`src/rtl/mw_pkg.sv`:
```
package mw_pkg;
  typedef enum logic [2:0] {ST_IDLE, ST_HDR, ST_RD, ST_WR, ST_HOLD, ST_STAT} mw_state_e;
  typedef enum logic [2:0] {OP_NONE, OP_PAGE, OP_ERASE, OP_ERAL, OP_WRAL} mw_pend_e;
endpackage

```
`src/rtl/mw_store.sv`:
```
module mw_store
  import mw_pkg::*;
#(
  parameter int ADDR_W = 6,
  parameter int DATA_W = 16,
  parameter int PAGE_W = 3
) (
  input  logic              clk_i,
  input  logic              rst_ni,
  input  logic              pg_clr_i,
  input  logic              pg_wr_i,
  input  logic [PAGE_W-1:0] pg_idx_i,
  input  logic [DATA_W-1:0] pg_data_i,
  input  logic              commit_i,
  input  mw_pend_e          commit_op_i,
  input  logic [ADDR_W-1:0] commit_addr_i,
  input  logic [ADDR_W-1:0] rd_addr_i,
  output logic [DATA_W-1:0] rd_data_o
);
  localparam int DEPTH = 1 << ADDR_W;
  localparam int PAGE  = 1 << PAGE_W;

  logic [DATA_W-1:0]       page_q [PAGE];
  logic [PAGE-1:0]         vld_q;
  logic [DEPTH*DATA_W-1:0] flat;

  always_ff @(posedge clk_i or negedge rst_ni) begin
    if (!rst_ni) begin
      vld_q <= '0;
      for (int i = 0; i < PAGE; i++) page_q[i] <= '0;
    end else if (pg_clr_i) begin
      vld_q <= '0;
    end else if (pg_wr_i) begin
      page_q[pg_idx_i] <= pg_data_i;
      vld_q[pg_idx_i]  <= 1'b1;
    end
  end

  for (genvar g = 0; g < DEPTH; g++) begin : g_word
    localparam logic [ADDR_W-1:0] IA = ADDR_W'(g);
    logic [DATA_W-1:0] word_q;
    always_ff @(posedge clk_i or negedge rst_ni) begin
      if (!rst_ni) word_q <= '1;
      else if (commit_i) begin
        unique case (commit_op_i)
          OP_PAGE:  if (IA[ADDR_W-1:PAGE_W] == commit_addr_i[ADDR_W-1:PAGE_W] &&
                        vld_q[IA[PAGE_W-1:0]])
                      word_q <= page_q[IA[PAGE_W-1:0]];
          OP_ERASE: if (IA == commit_addr_i) word_q <= '1;
          OP_ERAL:  word_q <= '1;
          OP_WRAL:  word_q <= page_q[0];
          default:  ;
        endcase
      end
    end
    assign flat[g*DATA_W +: DATA_W] = word_q;
  end

  assign rd_data_o = flat[rd_addr_i*DATA_W +: DATA_W];


  mem_stable_chk: assert property (@(posedge clk_i) disable iff (!rst_ni)
    !commit_i |=> $stable(flat));
endmodule

```
`src/rtl/mw_busy.sv`:
```
module mw_busy #(
  parameter int PROG_CYCLES = 200
) (
  input  logic clk_i,
  input  logic rst_ni,
  input  logic start_i,
  output logic busy_o
);
  localparam int CW = $clog2(PROG_CYCLES + 1);
  logic [CW-1:0] cnt_q;

  always_ff @(posedge clk_i or negedge rst_ni) begin
    if (!rst_ni)            cnt_q <= '0;
    else if (start_i)       cnt_q <= CW'(PROG_CYCLES);
    else if (cnt_q != '0)   cnt_q <= cnt_q - CW'(1);
  end

  assign busy_o = (cnt_q != '0);


  busy_countdown_chk: assert property (@(posedge clk_i) disable iff (!rst_ni)
    busy_o && !start_i |=> cnt_q == $past(cnt_q) - CW'(1));
endmodule

```
`src/rtl/mw_ctrl.sv`:
```
module mw_ctrl
  import mw_pkg::*;
#(
  parameter int ADDR_W = 6,
  parameter int DATA_W = 16,
  parameter int PAGE_W = 3
) (
  input  logic              clk_i,
  input  logic              rst_ni,
  input  logic              cs_i,
  input  logic              sk_i,
  input  logic              di_i,
  input  logic              busy_i,
  input  logic [DATA_W-1:0] rd_data_i,
  output logic [ADDR_W-1:0] rd_addr_o,
  output logic              pg_clr_o,
  output logic              pg_wr_o,
  output logic [PAGE_W-1:0] pg_idx_o,
  output logic [DATA_W-1:0] pg_data_o,
  output logic              commit_o,
  output mw_pend_e          commit_op_o,
  output logic [ADDR_W-1:0] commit_addr_o,
  output logic              do_o,
  output logic              do_en_o
);
  localparam int HDR_W = ADDR_W + 2;
  localparam int CNT_W = $clog2(DATA_W);

  mw_state_e         state_q;
  mw_pend_e          pend_q;
  logic              cs_q, sk_q, wen_q, wral_q, dout_q;
  logic [CNT_W-1:0]  cnt_q;
  logic [HDR_W-2:0]  hdr_q;
  logic [DATA_W-1:0] sh_q;
  logic [ADDR_W-1:0] addr_q;
  logic [PAGE_W-1:0] ptr_q;

  logic             sk_rise, cs_fall, hdr_done, word_done;
  logic [HDR_W-1:0] hdr_full;

  assign sk_rise   = cs_i & sk_i & ~sk_q;
  assign cs_fall   = cs_q & ~cs_i;
  assign hdr_full  = {hdr_q, di_i};
  assign hdr_done  = (state_q == ST_HDR) && sk_rise && cnt_q == CNT_W'(HDR_W - 1);
  assign word_done = (state_q == ST_WR) && sk_rise && cnt_q == CNT_W'(DATA_W - 1);

  assign rd_addr_o     = hdr_full[ADDR_W-1:0];
  assign pg_clr_o      = hdr_done;
  assign pg_wr_o       = word_done;
  assign pg_idx_o      = ptr_q;
  assign pg_data_o     = {sh_q[DATA_W-2:0], di_i};
  assign commit_o      = cs_fall && pend_q != OP_NONE && wen_q;
  assign commit_op_o   = pend_q;
  assign commit_addr_o = addr_q;
  assign do_o          = (state_q == ST_STAT) ? ~busy_i : dout_q;
  assign do_en_o       = cs_i && (state_q == ST_RD || state_q == ST_STAT);

  always_ff @(posedge clk_i or negedge rst_ni) begin
    if (!rst_ni) begin
      state_q <= ST_IDLE;  pend_q <= OP_NONE;
      cs_q <= 1'b0;  sk_q <= 1'b0;  wen_q <= 1'b0;  wral_q <= 1'b0;  dout_q <= 1'b0;
      cnt_q <= '0;  hdr_q <= '0;  sh_q <= '0;  addr_q <= '0;  ptr_q <= '0;
    end else begin
      cs_q <= cs_i;
      sk_q <= sk_i;
      if (!cs_i) begin
        state_q <= ST_IDLE;
        pend_q  <= OP_NONE;
        cnt_q   <= '0;
      end else begin
        unique case (state_q)
          ST_IDLE: begin
            if (busy_i) state_q <= ST_STAT;     // reselect while programming
            else if (sk_rise && di_i) begin
              state_q <= ST_HDR;
              cnt_q   <= '0;
            end
          end
          ST_HDR: if (sk_rise) begin
            hdr_q <= hdr_full[HDR_W-2:0];
            cnt_q <= cnt_q + CNT_W'(1);
            if (hdr_done) begin
              cnt_q  <= '0;
              addr_q <= hdr_full[ADDR_W-1:0];
              unique case (hdr_full[HDR_W-1 -: 2])
                2'b10: begin state_q <= ST_RD; sh_q <= rd_data_i; dout_q <= 1'b0; end
                2'b01: begin state_q <= ST_WR; ptr_q <= hdr_full[PAGE_W-1:0]; wral_q <= 1'b0; end
                2'b11: begin state_q <= ST_HOLD; pend_q <= OP_ERASE; end
                default: begin
                  state_q <= ST_HOLD;
                  unique case (hdr_full[ADDR_W-1 -: 2])
                    2'b11: wen_q  <= 1'b1;
                    2'b00: wen_q  <= 1'b0;
                    2'b10: pend_q <= OP_ERAL;
                    default: begin state_q <= ST_WR; ptr_q <= '0; wral_q <= 1'b1; end
                  endcase
                end
              endcase
            end
          end
          ST_RD: if (sk_rise) begin
            dout_q <= sh_q[DATA_W-1];
            sh_q   <= {sh_q[DATA_W-2:0], 1'b0};
          end
          ST_WR: if (sk_rise) begin
            sh_q  <= {sh_q[DATA_W-2:0], di_i};
            cnt_q <= cnt_q + CNT_W'(1);
            if (word_done) begin
              cnt_q  <= '0;
              ptr_q  <= ptr_q + PAGE_W'(1);
              pend_q <= wral_q ? OP_WRAL : OP_PAGE;
              if (wral_q) state_q <= ST_HOLD;
            end
          end
          default: ;
        endcase
      end
    end
  end


  hdr_idle_chk: assert property (@(posedge clk_i) disable iff (!rst_ni)
    state_q == ST_HDR |-> !busy_i);

  rd_hold_chk: assert property (@(posedge clk_i) disable iff (!rst_ni)
    state_q == ST_RD && !sk_rise |=> $stable(dout_q));
endmodule

```
`src/rtl/mw_eeprom.sv`:
```
module mw_eeprom
  import mw_pkg::*;
#(
  parameter int ADDR_W      = 6,
  parameter int DATA_W      = 16,
  parameter int PAGE_W      = 3,
  parameter int PROG_CYCLES = 200
) (
  input  logic clk_i,
  input  logic rst_ni,
  input  logic cs_i,
  input  logic sk_i,
  input  logic di_i,
  output logic do_o,
  output logic do_en_o
);
  logic              busy, pg_clr, pg_wr, commit;
  logic [PAGE_W-1:0] pg_idx;
  logic [DATA_W-1:0] pg_data, rd_data;
  logic [ADDR_W-1:0] rd_addr, commit_addr;
  mw_pend_e          commit_op;

  mw_ctrl #(.ADDR_W(ADDR_W), .DATA_W(DATA_W), .PAGE_W(PAGE_W)) u_ctrl (
    .clk_i, .rst_ni, .cs_i, .sk_i, .di_i,
    .busy_i(busy), .rd_data_i(rd_data), .rd_addr_o(rd_addr),
    .pg_clr_o(pg_clr), .pg_wr_o(pg_wr), .pg_idx_o(pg_idx), .pg_data_o(pg_data),
    .commit_o(commit), .commit_op_o(commit_op), .commit_addr_o(commit_addr),
    .do_o, .do_en_o
  );

  mw_store #(.ADDR_W(ADDR_W), .DATA_W(DATA_W), .PAGE_W(PAGE_W)) u_store (
    .clk_i, .rst_ni,
    .pg_clr_i(pg_clr), .pg_wr_i(pg_wr), .pg_idx_i(pg_idx), .pg_data_i(pg_data),
    .commit_i(commit), .commit_op_i(commit_op), .commit_addr_i(commit_addr),
    .rd_addr_i(rd_addr), .rd_data_o(rd_data)
  );

  mw_busy #(.PROG_CYCLES(PROG_CYCLES)) u_busy (
    .clk_i, .rst_ni, .start_i(commit), .busy_o(busy)
  );


  commit_busy_chk: assert property (@(posedge clk_i) disable iff (!rst_ni)
    commit |=> busy);
endmodule

```
`config.mk`:
```
export PLATFORM = sky130hd
export DESIGN_NAME = mw_eeprom
export DESIGN_NICKNAME = d
export VERILOG_FILES = /design/src/rtl/mw_pkg.sv /design/src/rtl/mw_store.sv /design/src/rtl/mw_busy.sv /design/src/rtl/mw_ctrl.sv /design/src/rtl/mw_eeprom.sv
export SDC_FILE = /design/constraint.sdc
export NUM_CORES = 2
export LEC_CHECK = 0
export ABC_AREA = 0
export ABC_CLOCK_PERIOD_IN_PS = 3100
export BUFFER_PORTS_ARGS = -buffer_cell sky130_fd_sc_hd__buf_2
export CAP_MARGIN = 20
export CORE_UTILIZATION = 64
export CTS_CLUSTER_SIZE = 25
export DETAILED_ROUTE_END_ITERATION = 16
export PLACE_DENSITY = 0.81
export SYNTH_ARGS = -nofsm -noshare
export SYNTH_HDL_FRONTEND = slang
export SYNTH_SLANG_ARGS = --single-unit
```
`constraint.sdc`:
```
create_clock -name clk_i -period 3.1 [get_ports clk_i]
set_input_delay 0.155 -clock clk_i [delete_from_list [all_inputs] [get_ports clk_i]]
set_output_delay 0.155 -clock clk_i [all_outputs]
set_load 0.02 [all_outputs]
```
### After elaboration in Yosys (flattened, before gate mapping)

Index checks and enable logic that the tools add are counted.

| storage, ports and cells | value |
|---|---|
| input port bits | 5 |
| word-level logic and storage cells | 757 |
| register bits after elaboration | 1215 |
| output and inout port bits | 2 |

| operators by class | value |
|---|---|
| reductions and logical operators | 167 |
| $add $sub $neg | 3 |
| $lt $le $gt $ge | 4 |
| multiplexer cells | 251 |
| shifts and indexed selects | 1 |
| bitwise gates (word level) | 11 |
| equality and inequality tests | 234 |

Operators by type and width:

| kind | number |
|---|---|
| $pmux W16 S4 | 64 |
| $mux W16 | 134 |
| $shiftx A1024 B11 Y16 | 1 |
| $ne A2 B1 Y1 const B | 132 |
| $reduce_and A4 Y1 | 65 |
| $eq A6 B6 Y1 const A | 32 |
| $bwmux W128 | 1 |
| $eq A5 B6 Y1 const A | 16 |
| $logic_and A1 B1 Y1 | 74 |
| $mux W3 | 21 |
| $demux W16 S3 | 1 |
| $eq A4 B6 Y1 const A | 8 |
| $pmux W16 S3 | 1 |
| $mux W8 | 4 |
| $mux W4 | 7 |
| $eq A3 B6 Y1 const A | 4 |
| $pmux W3 S2 | 4 |
| $reduce_and A7 Y1 | 3 |
| $pmux W3 S3 | 2 |
| $reduce_and A6 Y1 | 3 |
| $ne A3 B3 Y1 const B | 5 |
| $eq A2 B6 Y1 const A | 2 |
| $eq A3 B2 Y1 const B | 4 |
| $eq A3 B3 Y1 const A | 4 |
| 44 further kinds | 79 |

### Logic depth before layout (Yosys ltp)

| logic depth | value |
|---|---|
| depth in word-level cells | 8 |
| mapped depth | 11 |

### Cells and area by module

Synthesis repeated with hierarchy kept, for this count alone.

| unflattened totals | value |
|---|---|
| cells, all modules | 3829 |
| area, all modules | 59706.0 um^2 |

By module, submodules not included:

| module | times used | sequential area each (um^2) | area an instance (um^2) | cells an instance |
|---|---|---|---|---|
| mw_store | 1 | 30309.1 | 56331.5 | 3524 |
| mw_ctrl | 1 | 1176.1 | 2901.5 | 257 |
| mw_busy | 1 | 200.2 | 473.0 | 48 |

### Least setup slack after synthesis

Ideal clock, no wire load.

| path | value |
|---|---|
| kind | reg2reg |
| from | register u_busy.cnt_q[0] |
| to | register u_ctrl.state_q[1] |
| period minus slack after synthesis | 2275 ps |
| arrival time | 2150 ps |
| setup slack | 825 ps |
| cell stages (with the launch flop) | 8 |
| data required time | 2975 ps |
| cell sequence | dfrtp_1 > inv_1 > ha_1 > or4b_1 > nor4_2 > nand3_1 > o2111ai_1 > mux2_2 |

| on the way | value |
|---|---|
| word-level cells in the longest chain between the ends | 4 |

RTL lines:

| item | RTL line | RTL |
|---|---|---|
| start, declared | mw_busy.sv:10 | `logic [CW-1:0] cnt_q;` |
| start signal, assigned | mw_busy.sv:14 | `else if (start_i) cnt_q <= CW'(PROG_CYCLES);` |
| start signal, assigned | mw_busy.sv:15 | `else if (cnt_q != '0) cnt_q <= cnt_q - CW'(1);` |
| $reduce_bool A8 Y1 * | mw_busy.sv:18 | `assign busy_o = (cnt_q != '0);` |
| $mux W3 | mw_ctrl.sv:73 | `if (busy_i) state_q <= ST_STAT;` |
| $pmux W3 S3 | mw_ctrl.sv:71 | `unique case (state_q)` |
| $mux W3 | mw_ctrl.sv:66 | `if (!cs_i) begin` |
| end signal, assigned | mw_ctrl.sv:67 | `state_q <= ST_IDLE;` |
| end signal, assigned | mw_ctrl.sv:73 |  |
| end signal, assigned | mw_ctrl.sv:75 | `state_q <= ST_HDR;` |
| end, declared | mw_ctrl.sv:29 | `mw_state_e state_q;` |

Every way passes the cells marked *; elsewhere a longest branch is shown, timed or not.
A chain may end at the register's enable or synchronous reset.

### Worst setup path in the final report

| path | value |
|---|---|
| from | register u_ctrl.pend_q[1] (netlist: u_ctrl.commit_op_o[1]) |
| to | register u_store.g_word[25].word_q[4] |

| on the way | value |
|---|---|
| word-level cells in the longest chain between the ends | 4 |

RTL lines:

| item | RTL line | RTL |
|---|---|---|
| start, declared | mw_ctrl.sv:30 | `mw_pend_e pend_q;` |
| start signal, assigned | mw_ctrl.sv:111 | `pend_q <= wral_q ? OP_WRAL : OP_PAGE;` |
| parallel branches: the longest is 4 deep, another holds $reduce_and A4 Y1 | - |  |
| end signal, assigned | mw_store.sv:48 | `word_q <= page_q[IA[PAGE_W-1:0]];` |
| end signal, assigned | mw_store.sv:51 | `OP_WRAL: word_q <= page_q[0];` |
| end, declared | mw_store.sv:41 | `logic [DATA_W-1:0] word_q;` |

Parallel ways; which one is timed is not known.

==> flow_metrics.py <==
metrics = {
    "logic_synthesis": {
        "ys_async_sr_fraction_pct": 100,
        "synth_cells": 4132,
        "synth_edf_count": 0,
        "synthMuxAreaShare_pct": 29.6,
        "yosys.area.top_type_share_pct": 46.4,
        "yosysWarnings": 0,
        "synthFlopType": "dfstp_2",
        "synthTopCellsByArea": "dfstp_2 46%, mux2_2 18%, mux4_2 9.1%",
        "post_synth_and_or_nand_nor_area_fraction_pct": 5.54,
        "synth-seq-cells": 1215,
        "synth_area_per_cell_um2": 14.0,
        "synth_compound_area_share_pct": 7.13,
        "synth_top_family_by_area": "multiplexers",
        "synth_area_leader_cell": "dfstp_2",
        "synth_fp_nets": 4148,
        "ys_types": 69,
        "synth_xor_area_share_pct": 0.0453,
        "yosysSeqAreaShare_pct": 54.7,
        "syn-cell-area_mm2": 0.0580,
        "synthAdderAreaFrac_pct": 0.237,
    },
    "die": {
        "start_util_pct": 64.5,
        "die_h_um": 303,
        "dieArea_mm2": 0.0918,
        "rows": 110,
        "die_x_um": 303,
        "ios": 7,
        "fp.coreArea_mm2": 0.0899,
    },
    "cts": {
        "cts_buffers": 118,
        "cts_setup_buffers": 0,
        "clock_latency_ps": 730,
        "cts_resized": 0,
        "clkSinkCount": 1215,
        "cts_hold_buf": 4,
        "path_clk_slew_ps": 60,
        "cts_max_level": 3,
        "cts_tree": "yes",
        "clockBufferDepth": 3,
        "clock-root-buffer": "clkbuf_16",
    },
    "global_routing": {
        "grt_max_degree": 114,
        "grtUsageTotal_pct": 42.3,
        "grt_util_met2_pct": 59.7,
        "use_met1_pct": 56.3,
        "grt_pass1_wl_um": 277000,
        "use_met3_pct": 18.0,
        "grt_pass1_vias": 39579,
        "overflow": 0,
        "busiest_layer": "met2",
        "antenna_found_initial": 10,
    },
    "drt": {
        "drc": 0,
        "route.antenna.remaining_nets": 0,
        "route.vias.total": 39816,
        "drtPass1Iterations": 7,
        "drt_wl_total_um": 192000,
        "wl_per_cell_um": 35.0,
        "initialDrtViolationCount": 5838,
        "via_per_inst": 7.27,
    },
    "placement": {
        "post-place-ws_ps": 299,
        "hpwl_um": 124000,
        "numPortBuffers": 6,
        "gp_congestion": 1.03,
    },
    "timing": {
        "slew_violations": 0,
        "finalHoldViolations": 3,
        "max_freq_ghz": 0.338,
        "slew_headroom_pct": 13.2,
        "setup_viol": 0,
        "final.setup.tns_ps": 0,
        "worst_slack_ps": 138,
        "min_period_over_period_pct": 95.6,
        "post-route-min-period_ps": 2960,
        "rsz0062_at_grt": "no",
        "worstMarginPinSlew_ps": 1300,
        "finClkSkew_ps": 36.1,
        "whs_ps": -12.7,
    },
    "setup_path": {
        "cp.arrival_ps": 3600,
        "path_max_fanout": 18,
        "critPathLaunchType": "flip-flop",
        "crit_type": "flip-flop to flip-flop",
        "critPathRequiredTime_ps": 3730,
        "critPathCaptureType": "flip-flop",
    },
    "run": {
        "drv_cap": 0,
    },
    "pwr": {
        "p_per_area_mw_per_mm2": 587,
        "p_leak_uw": 0.0266,
        "max-vdd-ir-drop_mv": 0.550,
    },
    "final_layout": {
        "drive_above_1_share_pct": 63.4,
        "fillers": 5489,
        "synthToLayoutAreaGrowth_pct": 12.1,
        "nets": 4208,
    },
    "run_status": {
        "status": "finished, violations left",
        "violations": "hold timing",
    },
    "worst_hold_path": {
        "hp-class": "input pin to async pin",
    },
}
[state kept, by name, summed over array words and instances, names as in the netlist]
name and cells:
u_ctrl.sh_q 16, u_ctrl.pg_idx_o 3, u_ctrl.hdr_q 7, u_ctrl.state_q 3, u_busy.cnt_q 8, u_ctrl.sk_q 1, u_ctrl.dout_q 1, u_ctrl.cs_q 1
u_store.vld_q 8, u_ctrl.cnt_q 4, u_ctrl.commit_op_o 3, u_ctrl.wral_q 1, u_store.g_word.word_q 1024, u_ctrl.wen_q 1, u_store.page_q 128, u_ctrl.commit_addr_o 6
[Yosys cell counts, types with 31 or more instances]
cell      number
a31oi_1       34
o21ai_0      164
nand3_1       31
a22oi_1       32
o21a_1       114
mux2_2       927
buf_2         83
mux4_2       234
dfrtp_1      191
mux2i_1       82
buf_6         35
dfstp_2     1024
nand2_1      243
buf_4         35
clkbuf_1     111
a21oi_1      248
nor2_1       171
[routing by layer]
metal | share of wire (%) | up-vias
met3 | 15 | 651
met4 | 5.5 | 6
met5 | 0.084 | -
met2 | 43 | 2884
li1 | - | 15365
met1 | 37 | 20910
[kinds of logic after synthesis]
| kind of cell | Yosys count |
|---|---|
| compound gates | 688 |
| xor+xnor | 3 |
| fa+ha+maj | 11 |
| buf+inv | 305 |
| flops | 1215 |
| mux | 1287 |
| simple gates | 623 |
[through the flow]
step	cell area (µm²)	cells	utilization [%]	power (µW)	hold slack (ps)
final	65000	5478	72.3	38100	-12.7
after global routing	65000	5473	72.3	38900	38.5
after CTS	64900	5472	72.3	37900	3.30
after detailed placement	60500	5243	67.3	21800	152
after global placement	60500	5243	67.3	21700	147
after floorplan	58000	4132	-	19500	-141
[layout by cell type, fill, tap and decap left out, types with 6 or more instances in the layout]
master / n
a211oi_1: 20
mux2_4: 30
nor3_4: 34
a22oi_1: 32
buf_12: 64
a22o_1: 7
inv_1: 10
ha_1: 11
nand3_2: 18
bufinv_16: 23
clkbuf_8: 24
clkinv_2: 19
mux4_2: 234
buf_4: 158
clkbuf_1: 23
o21a_1: 114
nand2_1: 243
a21oi_1: 248
a31oi_1: 34
and2_1: 27
o211ai_1: 6
dfstp_2: 1024
mux2i_1: 82
mux2_2: 927
mux2_1: 14
nor2_1: 170
nand2b_1: 12
clkbuf_16: 124
or3_1: 14
nand3_1: 31
nor2b_1: 11
a221oi_1: 14
a21o_1: 23
o21ai_0: 164
nor3_1: 16
dfrtp_1: 188
nor2_2: 6
[worst max-delay path, cell delays in order (launching register included)]
cell	delay (ps)
dfrtp_1	430
nor2b_2	190
buf_12	170
nor2_1	750
nand2_1	550
o21a_1	420
mux2_2	340
[worst paths after layout]
check	from	endpoint	slack [ps]	depth (start not counted)
max	u_ctrl.commit_op_o[1]$_DFFE_PN0P_	u_store.g_word[25].word_q[4]$_DFFE_PN1P_	140	6
min	rst_ni	u_busy.cnt_q[6]$_DFFE_PN0P_	-10	2
max reg2reg	u_ctrl.commit_op_o[1]$_DFFE_PN0P_	u_store.g_word[25].word_q[4]$_DFFE_PN1P_	140	6
min reg2reg	u_store.g_word[48].word_q[1]$_DFFE_PN1P_	u_store.g_word[48].word_q[1]$_DFFE_PN1P_	470	2
max in group asynchronous	rst_ni	u_store.g_word[4].word_q[7]$_DFFE_PN1P_	1930	4
min in group clk_i	sk_i	u_ctrl.sk_q$_DFF_PN0_	130	2
[layout make-up]
| cell class | instances | area (µm²) | share of cell area [%] |
|---|---|---|---|
| diodes | 5 | 12.5 | 0.0193 |
| clock inverters | 54 | 925 | 1.42 |
| well taps | 1176 | 1470 | 2.26 |
| inverters | 12 | 45.0 | 0.0693 |
| repair buffers | 233 | 2560 | 3.95 |
| multi-input cells | 2612 | 24700 | 38.1 |
| clock buffers | 171 | 3520 | 5.42 |
| flip-flops and latches | 1215 | 31700 | 48.8 |
[where the power goes]
part / total [µW] / switching (µW) / internal [µW]
registers: 16300 / 266 / 16000
logic: 5520 / 3800 / 1730
clock network: 16300 / 6480 / 9820
Note: power is estimated with default switching activity, not from simulation.
